[src/rtl/wk_pkg.sv]
package wk_pkg;
  typedef enum logic [2:0] {
    ST_IDLE,
    ST_ARMED,
    ST_PWRUP,
    ST_START,
    ST_RUN
  } wk_state_e;

  typedef enum logic [1:0] {
    HALT_NONE = 2'd0,
    HALT_DONE = 2'd1,
    HALT_TRAP = 2'd2
  } halt_e;

  localparam logic [1:0] A_PERIOD = 2'd0;
  localparam logic [1:0] A_CTRL   = 2'd1;
  localparam logic [1:0] A_ENTRY  = 2'd2;
  localparam logic [1:0] A_PGOOD  = 2'd3;

  localparam int C_EN  = 0;
  localparam int C_RUN = 1;
  localparam int C_CLR = 2;
endpackage

[src/rtl/wk_regs.sv]
module wk_regs
  import wk_pkg::*;
#(
  parameter int DATA_W = 32,
  parameter int CNT_W  = 16,
  parameter int PG_W   = 8,
  parameter int ADDR_W = 32
) (
  input  logic              clk_i,
  input  logic              rst_ni,
  input  logic              wr_en_i,
  input  logic [1:0]        wr_addr_i,
  input  logic [DATA_W-1:0] wr_data_i,
  input  logic              cp_off_i,
  output logic [CNT_W-1:0]  period_o,
  output logic [PG_W-1:0]   pgood_o,
  output logic [ADDR_W-1:0] entry_o,
  output logic              en_o,
  output logic              run_o,
  output logic              clr_o
);
  logic ctrl_wr;
  logic unused_bits;

  assign ctrl_wr     = wr_en_i && (wr_addr_i == A_CTRL);
  assign run_o       = ctrl_wr && wr_data_i[C_RUN];
  assign clr_o       = ctrl_wr && wr_data_i[C_CLR];
  assign unused_bits = ^wr_data_i;

  always_ff @(posedge clk_i or negedge rst_ni) begin
    if (!rst_ni) begin
      period_o <= '0;
      pgood_o  <= '0;
      entry_o  <= '0;
    end else if (wr_en_i) begin
      if (wr_addr_i == A_PERIOD) period_o <= wr_data_i[CNT_W-1:0];
      if (wr_addr_i == A_PGOOD)  pgood_o  <= wr_data_i[PG_W-1:0];
      if (wr_addr_i == A_ENTRY)  entry_o  <= wr_data_i[ADDR_W-1:0];
    end
  end

  // host write wins over a same-cycle coprocessor clear
  always_ff @(posedge clk_i or negedge rst_ni) begin
    if (!rst_ni)       en_o <= 1'b0;
    else if (ctrl_wr)  en_o <= wr_data_i[C_EN] | wr_data_i[C_RUN];
    else if (cp_off_i) en_o <= 1'b0;
  end

  p_off_clears_r8: assert property (@(posedge clk_i) disable iff (!rst_ni)
    (cp_off_i && !ctrl_wr) |=> !en_o);
  p_run_sets_en_r2: assert property (@(posedge clk_i) disable iff (!rst_ni)
    run_o |=> en_o);
endmodule

[src/rtl/wk_tick_cnt.sv]
module wk_tick_cnt #(
  parameter int W = 16
) (
  input  logic         clk_i,
  input  logic         rst_ni,
  input  logic         active_i,
  input  logic         tick_i,
  input  logic [W-1:0] limit_i,
  output logic         hit_o
);
  logic [W-1:0] cnt_q;
  logic [W-1:0] lim_eff;

  // zero limit counts as one tick
  assign lim_eff = (limit_i == '0) ? W'(1) : limit_i;
  assign hit_o   = active_i && tick_i && (cnt_q >= lim_eff - W'(1));

  always_ff @(posedge clk_i or negedge rst_ni) begin
    if (!rst_ni)          cnt_q <= '0;
    else if (!active_i)   cnt_q <= '0;
    else if (hit_o)       cnt_q <= '0;
    else if (tick_i)      cnt_q <= cnt_q + W'(1);
  end

  p_cnt_bound_r3: assert property (@(posedge clk_i) disable iff (!rst_ni)
    cnt_q < lim_eff);
  p_idle_zero_r2: assert property (@(posedge clk_i) disable iff (!rst_ni)
    !active_i |=> (cnt_q == '0));
endmodule

[src/rtl/wk_fsm.sv]
module wk_fsm
  import wk_pkg::*;
(
  input  logic       clk_i,
  input  logic       rst_ni,
  input  logic       run_i,
  input  logic       en_i,
  input  logic       per_hit_i,
  input  logic       pg_hit_i,
  input  logic       pg_zero_i,
  input  logic       done_i,
  input  logic       trap_i,
  input  logic       clr_i,
  output logic       latch_o,
  output logic       per_act_o,
  output logic       pg_act_o,
  output logic       pwr_o,
  output logic       start_o,
  output logic       wake_o,
  output logic [1:0] cause_o
);
  wk_state_e st_q, st_d;
  halt_e     cause_q;
  logic      halt;

  assign halt      = (st_q == ST_RUN) && (done_i || trap_i);
  assign latch_o   = (st_q == ST_IDLE) && run_i;
  assign per_act_o = (st_q == ST_ARMED);
  assign pg_act_o  = (st_q == ST_PWRUP);
  assign pwr_o     = (st_q == ST_PWRUP) || (st_q == ST_START) || (st_q == ST_RUN);
  assign start_o   = (st_q == ST_START);
  assign cause_o   = cause_q;

  always_comb begin
    st_d = st_q;
    unique case (st_q)
      ST_IDLE:  if (run_i) st_d = ST_ARMED;
      ST_ARMED: begin
        if (!en_i)          st_d = ST_IDLE;
        else if (per_hit_i) st_d = ST_PWRUP;
      end
      ST_PWRUP: if (pg_zero_i || pg_hit_i) st_d = ST_START;
      ST_START: st_d = ST_RUN;
      ST_RUN:   if (halt) st_d = en_i ? ST_ARMED : ST_IDLE;
      default:  st_d = ST_IDLE;
    endcase
  end

  always_ff @(posedge clk_i or negedge rst_ni) begin
    if (!rst_ni) begin
      st_q    <= ST_IDLE;
      cause_q <= HALT_NONE;
      wake_o  <= 1'b0;
    end else begin
      st_q   <= st_d;
      wake_o <= halt && trap_i;
      if (halt)       cause_q <= trap_i ? HALT_TRAP : HALT_DONE;
      else if (clr_i) cause_q <= HALT_NONE;
    end
  end

  p_halt_pwrdn_r5: assert property (@(posedge clk_i) disable iff (!rst_ni)
    halt |=> !pwr_o);
  p_wake_cause_r6: assert property (@(posedge clk_i) disable iff (!rst_ni)
    wake_o |-> (cause_q == HALT_TRAP));
  p_trap_wins_r7: assert property (@(posedge clk_i) disable iff (!rst_ni)
    (halt && trap_i) |=> (cause_q == HALT_TRAP));
  p_start_once_r4: assert property (@(posedge clk_i) disable iff (!rst_ni)
    start_o |=> !start_o);
  p_no_rerun_r8: assert property (@(posedge clk_i) disable iff (!rst_ni)
    (st_q == ST_ARMED && !en_i) |=> !pwr_o);
endmodule

[src/rtl/wk_seq.sv]
module wk_seq
  import wk_pkg::*;
#(
  parameter int DATA_W = 32,
  parameter int CNT_W  = 16,
  parameter int PG_W   = 8,
  parameter int ADDR_W = 32
) (
  input  logic              clk_i,
  input  logic              rst_ni,
  input  logic              wr_en_i,
  input  logic [1:0]        wr_addr_i,
  input  logic [DATA_W-1:0] wr_data_i,
  input  logic              tick_i,
  input  logic              cp_done_i,
  input  logic              cp_trap_i,
  input  logic              cp_timer_off_i,
  output logic              cp_pwr_o,
  output logic              cp_start_o,
  output logic [ADDR_W-1:0] cp_entry_o,
  output logic              host_wake_o,
  output logic [1:0]        halt_cause_o
);
  logic [CNT_W-1:0]  reg_period, act_period;
  logic [PG_W-1:0]   reg_pgood, act_pgood;
  logic [ADDR_W-1:0] reg_entry, act_entry;
  logic en, run, clr, latch;
  logic per_act, pg_act, per_hit, pg_hit;

  wk_regs #(.DATA_W(DATA_W), .CNT_W(CNT_W), .PG_W(PG_W), .ADDR_W(ADDR_W)) u_regs (
    .clk_i, .rst_ni, .wr_en_i, .wr_addr_i, .wr_data_i,
    .cp_off_i (cp_timer_off_i),
    .period_o (reg_period),
    .pgood_o  (reg_pgood),
    .entry_o  (reg_entry),
    .en_o     (en),
    .run_o    (run),
    .clr_o    (clr)
  );

  // working copies, taken only when a run is accepted
  always_ff @(posedge clk_i or negedge rst_ni) begin
    if (!rst_ni) begin
      act_period <= '0;
      act_pgood  <= '0;
      act_entry  <= '0;
    end else if (latch) begin
      act_period <= reg_period;
      act_pgood  <= reg_pgood;
      act_entry  <= reg_entry;
    end
  end

  wk_tick_cnt #(.W(CNT_W)) u_per_cnt (
    .clk_i, .rst_ni,
    .active_i (per_act),
    .tick_i,
    .limit_i  (act_period),
    .hit_o    (per_hit)
  );

  wk_tick_cnt #(.W(PG_W)) u_pg_cnt (
    .clk_i, .rst_ni,
    .active_i (pg_act),
    .tick_i,
    .limit_i  (act_pgood),
    .hit_o    (pg_hit)
  );

  wk_fsm u_fsm (
    .clk_i, .rst_ni,
    .run_i     (run),
    .en_i      (en),
    .per_hit_i (per_hit),
    .pg_hit_i  (pg_hit),
    .pg_zero_i (act_pgood == '0),
    .done_i    (cp_done_i),
    .trap_i    (cp_trap_i),
    .clr_i     (clr),
    .latch_o   (latch),
    .per_act_o (per_act),
    .pg_act_o  (pg_act),
    .pwr_o     (cp_pwr_o),
    .start_o   (cp_start_o),
    .wake_o    (host_wake_o),
    .cause_o   (halt_cause_o)
  );

  assign cp_entry_o = act_entry;

  p_start_pwr_r4: assert property (@(posedge clk_i) disable iff (!rst_ni)
    cp_start_o |-> cp_pwr_o);
  p_pwr_before_start_r4: assert property (@(posedge clk_i) disable iff (!rst_ni)
    $rose(cp_pwr_o) |-> !cp_start_o);
  p_wake_only_trap_r6: assert property (@(posedge clk_i) disable iff (!rst_ni)
    $rose(host_wake_o) |-> $past(cp_trap_i));
endmodule

[config.mk]
export PLATFORM = sky130hd
export DESIGN_NAME = wk_seq
export DESIGN_NICKNAME = d
export VERILOG_FILES = /design/src/rtl/wk_pkg.sv /design/src/rtl/wk_regs.sv /design/src/rtl/wk_tick_cnt.sv /design/src/rtl/wk_fsm.sv /design/src/rtl/wk_seq.sv
export SDC_FILE = /design/constraint.sdc
export NUM_CORES = 1
export LEC_CHECK = 0
export BUFFER_PORTS_ARGS = -buffer_cell sky130_fd_sc_hd__clkbuf_2
export CORE_MARGIN = 1
export CORE_UTILIZATION = 35
export CTS_CLUSTER_SIZE = 20
export DETAILED_ROUTE_END_ITERATION = 10
export PLACE_DENSITY_LB_ADDON = 0.3
export SETUP_SLACK_MARGIN = 0.2
export SLEW_MARGIN = 40
export SYNTH_ARGS = -nofsm -noshare
export SYNTH_HDL_FRONTEND = slang
export SYNTH_SLANG_ARGS = --single-unit
export TNS_END_PERCENT = 30
[constraint.sdc]
create_clock -name clk_i -period 13.2 [get_ports clk_i]
set_clock_uncertainty 0.05 [all_clocks]
set_input_delay 1.32 -clock clk_i [delete_from_list [all_inputs] [get_ports clk_i]]
set_output_delay 1.32 -clock clk_i [all_outputs]
set_load 0.05 [all_outputs]
==> results.cfg, run 1 <==
[outcome]
status = finished, final reports clean

[timing]
slew_violations = 0
fin_tns_setup_ns = 0
worst_pin_slew_ns = 0.757
rsz0062_at_grt = false
fmax_mhz = 203
finalCriticalPeriod_ns = 4.92
relSlewSlack_pct = 49.5
finalCritPeriodShare_pct = 37.3
hold_viol = 0
setup_viol = 0

[floorplanning]
pin_count = 78
initial_core_util_pct = 36.3
core.rowCount = 49
fp.dieW_um = 140
coreArea_um2 = 18300
die-area_um2 = 19500
dieHeight_um = 140

[worst_setup_path]
cp_max_fo = 23
critPathCaptureType = flip-flop
criticalPathCategory = reg2reg
cp-start-kind = flip-flop
cpPeakStageDelay_ns = 0.70
critPathRequiredTime_ns = 13.50
rrSetupSlack_ns = 8.28
r2r_end = u_per_cnt.cnt_q[13]
worst-path-buf-inv = 0
r2r_start = act_period[9]
cp_cell_sequence = or4_4 -> or3_4 -> or3_4 -> nor2b_1 -> ha_1 -> and2_1 -> nand2_1 -> nor4_1 -> xnor2_1 -> ha_1 -> nand4_1 -> nor3_1 -> a41oi_1 -> nand3_1 -> or4_1 -> nand3_1
crit_family = simple AND/OR/NAND/NOR gates
r2r_cells = 16
cp.arrival_ns = 5.22
cp_slowest_cell = or4_1

[clock_tree]
cts_sinks = 143
clkTransAtPathRegs_ns = 0.06
cts_resized = 0
post_cts.repair.setup_buffers = 0
numCtsBuffers = 17
cts_root_buffer = clkbuf_16
cts_htree_levels = 4
clockBufferDepth = 2
insertion_delay_ns = 0.42
hold_buffers = 0
cts_tree = built

[hold_path]
min_path_cells = 1
hp-start = u_regs.pgood_o[7]
worstHoldEndpoint = act_pgood[7]
hp-class = reg2reg

[detailed_routing]
drc = 0
ant_nets = 0
drt_pass1_iterations = 4
vias = 4423
wire_per_inst_um = 15.7
drt_iter0_markers = 190
finalWirelength_mm = 13.4
vias_per_cell = 5.20

[synthesis]
avgSynthCellArea_um2 = 12.6
ys_async_sr_fraction_pct = 100
synthesis.area_um2 = 6630
yosys_warnings = 0
syn-num-nets = 594
ys_seq_area_share_pct = 53.9
synth_most_common_cell = dfrtp_1
yosys-top-cells-count = 143 x dfrtp_1, 113 x mux2_2, 28 x ha_1
yosysTopAreaCell = dfrtp_1
synth_edf_count = 0
syn_inst = 525
synth_top_area_share_pct = 53.9
synth.distinct_cells = 51
synth_seq_cells = 143
yosys-top-cells-area = dfrtp_1 54%, mux2_2 19%, ha_1 5.3%
synth_flop_cell = dfrtp_1

[final_layout]
num_antenna_cells = 0
syn_to_final_growth_pct = 19.4
fin_util_pct = 43.4
drive_gt1_share_pct = 38.3
nets = 677
final_area_um2 = 7920

[placed_design]
place_congestion = 0.754
place_area_um2 = 7270
dp_hpwl_mm = 9.50
io_buffers = 77

[pwr]
peakVddDrop_mv = 0.135
pwr_density_cell_nw_per_um2 = 220
p_leak_uw = 0.00365
total_power_uw = 1740

[grt]
overflow = 0
track_usage_pct = 15.1
grt_max_degree = 78
grt_pass1_wl_mm = 23.2
grt_pass1_vias = 4580
antenna_found_initial = 0

[run]
cap_violations = 0
-- worst max-delay path by stage --
stage / start / endpoint / slack, ns / depth (start not counted)
floorplan: act_period[9] / u_per_cnt.cnt_q[12] / 8.99 / 17
global placement: act_period[9] / u_per_cnt.cnt_q[13] / 8.46 / 16
detailed placement: act_period[9] / u_per_cnt.cnt_q[13] / 8.32 / 16
CTS: act_period[9] / u_per_cnt.cnt_q[13] / 8.28 / 16
global route: act_period[4] / u_per_cnt.cnt_q[15] / 7.94 / 17
finish: act_period[9] / u_per_cnt.cnt_q[13] / 8.28 / 16
-- cells by family (layout without fill, tap and decap cells) --
logic type | count (synthesis) | count (layout) | synth area share [%]
and+or+nand+nor | 120 | 120 | 9.90
xor gates and xnor gates | 16 | 16 | 2.11
adders and majority gates | 28 | 28 | 5.28
muxes | 113 | 113 | 19.2
AOI/OAI and AO/OA | 79 | 79 | 7.90
buffers and inverters | 26 | 122 | 1.68
DFF | 143 | 143 | 53.9
-- layout make-up --
type / instances / area [um2]
fillers: 1688 / 10300
flip-flops and latches: 143 / 3580
multi-input cells: 356 / 2970
clock buffers: 19 / 453
repair buffers: 81 / 425
well taps: 229 / 287
clock inverters: 13 / 175
inverters: 9 / 33.8
-- per-stage QoR --
stage | worst slack [ns] | cells | hold slack, ns
6_report | 8.28 | 850 | 0.449
5_1_grt | 7.94 | 850 | 0.471
4_1_cts | 8.28 | 850 | 0.450
3_5_place_dp | 8.32 | 818 | 0.441
3_3_place_gp | 8.46 | 818 | 0.431
2_1_floorplan | 8.99 | 525 | 0.425
-- sequential cells by signal, summed over array words and instances (netlist names) --
register	count
cp_entry_o	32
u_regs.entry_o	32
act_period	16
u_per_cnt.cnt_q	16
u_regs.period_o	16
act_pgood	8
u_pg_cnt.cnt_q	8
u_regs.pgood_o	8
u_fsm.st_q	3
u_fsm.cause_o	2
u_fsm.wake_o	1
u_regs.en_o	1
-- layer usage --
metal  part of all wire [%]  GRT usage, %  up-vias
li1                       -             -     2098
met1                     47          20.0     2202
met2                     46          23.2      104
met3                    5.4          4.44       19
met4                    1.9          6.30        0
met5                      0             0        -
-- power breakdown --
part | switching, uW | internal, uW
Combinational | 363 | 216
Clock | 194 | 311
Sequential | 96.6 | 562
Total | 653 | 1090
-- layout by cell type, fill, tap and decap left out, drive strengths merged, types with 2 or more instances in the layout --
cell type    n
dfrtp      143
mux2       113
clkbuf      95
ha          28
nand2       27
o21ai       23
a21oi       16
nor2        15
nand3       14
inv         14
nor3        13
a21o        13
xnor2       12
nand2b       9
and3         8
nor4         8
nor3b        6
or3          6
a22o         5
or4          5
buf          5
xor2         4
clkinvlp     4
a211oi       4
a31oi        3
bufinv       3
o211ai       3
nor2b        2
and2         2
nand4        2
a31o         2
Power figures use the tool's default switching activity.
==> run 2, diff against run 1 <==
clock period = 4.4 ns   (was 13.2 ns; I/O delays follow)
==> run 2 against run 1 <==
Cell count up 1.8%. Via count is 0.32% higher. Sequential share of layout area is 0.71 points lower. Register-to-register slack worse by 8.1 ns. Critical endpoint is now u_per_cnt.cnt_q[6]. Largest power group unchanged.
==> results.cfg, run 2 (synthesized netlist as in run 1, its figures left out) <==
[outcome]
status = finished, final reports clean

[final_layout]
nets = 693
num_antenna_cells = 0
final_common_cell = dfrtp_1
final_area_um2 = 8050
fill_cells = 1706
final_cell_mix = 142 x dfrtp_1, 113 x mux2_2, 76 x clkbuf_2
drive_gt1_share_pct = 41.8
syn_to_final_growth_pct = 21.3

[clock_tree]
cts_sinks = 143
cts_root_buffer = clkbuf_16
cts_tree = built
clkTransAtPathRegs_ns = 0.06
insertion_delay_ns = 0.42
numCtsBuffers = 17
clockBufferDepth = 2
cts_htree_levels = 4

[detailed_routing]
drc = 0
top_layer_used = met4
vias_per_cell = 5.13
ant_nets = 0
drt_iter0_markers = 156
wl_met1_mm = 6.45
vias = 4437
finalWirelength_mm = 13.5
wire_per_inst_um = 15.6
wl_met3_um = 673
wl_met2_mm = 6.16
drt_pass1_iterations = 4

[worst_setup_path]
r2r_cells = 16
critPathRequiredTime_ns = 4.66
critPathCaptureType = flip-flop
cp_max_fo = 7
critPathLaunch = act_period[10]
cp-start-kind = flip-flop
critPathCapture = u_per_cnt.cnt_q[6]
cp.arrival_ns = 4.44
criticalPathCategory = reg2reg
r2r_end = u_per_cnt.cnt_q[6]
rrSetupSlack_ns = 0.23
r2r_start = act_period[10]

[timing]
rsz0062_at_grt = true
relSlewSlack_pct = 50.9
setup_viol = 0
hold_viol = 0
fmax_mhz = 240
finalCriticalPeriod_ns = 4.17
worst_pin_slew_ns = 0.736
finalCritPeriodShare_pct = 94.9
slew_violations = 0
whs_ns = 0.195

[floorplanning]
core.rowCount = 49
pin_count = 78
fp.dieW_um = 140
initial_core_util_pct = 36.3
dieHeight_um = 140
coreArea_um2 = 18300
die-area_um2 = 19500

[grt]
overflow = 0
grt_pass1_vias = 4534
track_usage_pct = 14.8
grt_max_degree = 57
grt_pass1_wl_mm = 22.7
antenna_found_initial = 0

[hold_path]
hp-class = in2reg

[run]
cap_violations = 0

[pwr]
p_leak_uw = 0.00372
pwr_density_cell_nw_per_um2 = 631
peakVddDrop_mv = 0.317

[placed_design]
place_area_um2 = 7340
place_congestion = 0.789
dp_hpwl_mm = 9.58
io_buffers = 77
## run 2: cell count changes in the layout (fill, tap and decap cells not counted), sizes merged
cell / before / now
clkinv: 1 / 7
bufinv: 3 / 0
inv: 14 / 10
dlygate4sd3: 0 / 1
buf: 5 / 20
## run 2: how the worst min path moves through the flow
stage / start / endpoint / slack (ns) / cells after the start
3_3_place_gp: rst_ni / u_pg_cnt.cnt_q[2] / 0.37 / 1
2_1_floorplan: rst_ni / act_period[0] / 0.09 / 0
4_1_cts: wr_data_i[21] / u_regs.entry_o[21] / 0.18 / 2
6_report: wr_data_i[20] / u_regs.entry_o[20] / 0.19 / 2
3_5_place_dp: rst_ni / u_pg_cnt.cnt_q[2] / 0.38 / 1
5_1_grt: wr_data_i[17] / u_regs.entry_o[17] / 0.18 / 2
## run 2: power by group
group / total, uW / leakage [uW] / internal, uW / switching [uW]
sequential: 1960 / 0.00177 / 1690 / 274
clock: 1280 / 0.000245 / 719 / 559
combinational: 1840 / 0.00170 / 717 / 1130
## run 2: worst max-delay path: stages, from the launching register on
cell and delay, ns:
dfrtp_1 0.37, or4_4 0.54, or3_4 0.38, or3_4 0.40
nor2b_4 0.15, ha_4 0.17, and2_4 0.15, nand2_4 0.08
nor3_4 0.04, xnor2_2 0.14, ha_1 0.29, nand4_1 0.19
nor3_2 0.25, a41oi_2 0.21, and3_1 0.31, a21o_1 0.19
a21o_1 0.16
## run 2: per-stage QoR
stage	setup TNS [ns]	utilization, %	setup slack [ns]	cells	power (uW)
3_3_place_gp	0	40.2	0.147	828	3690
3_5_place_dp	-0.173	40.2	-0.0385	828	3760
6_report	0	44.1	0.226	865	5080
5_1_grt	0	44.1	0.0656	865	5390
2_1_floorplan	0	-	0.263	525	3270
4_1_cts	0	43.3	0.132	860	5080
## run 2: routing by layer
metal,global-route usage [%],vias up
li1,-,2118
met2,23.0,98
met3,4.61,17
met5,0,-
met4,5.90,0
met1,19.3,2204
## run 2: timing repair
action,CTS,global route
setup endpoints to repair,18,18
hold buffers,1,0
gates resized for setup,6,20
pin swaps,6,15
cloned,0,1
endpoints found under the hold margin,49,0
buffers inserted,0,4
## run 2: cell type report
cell class / instances / area (um2) / share of cell area (%)
clock buffers: 19 / 433 / 5.38
clock inverters: 12 / 92.6 / 1.15
repair buffers: 97 / 546 / 6.78
multi-input cells: 356 / 3080 / 38.2
well taps: 229 / 287 / 3.56
inverters: 9 / 33.8 / 0.420
flip-flops and latches: 143 / 3580 / 44.5
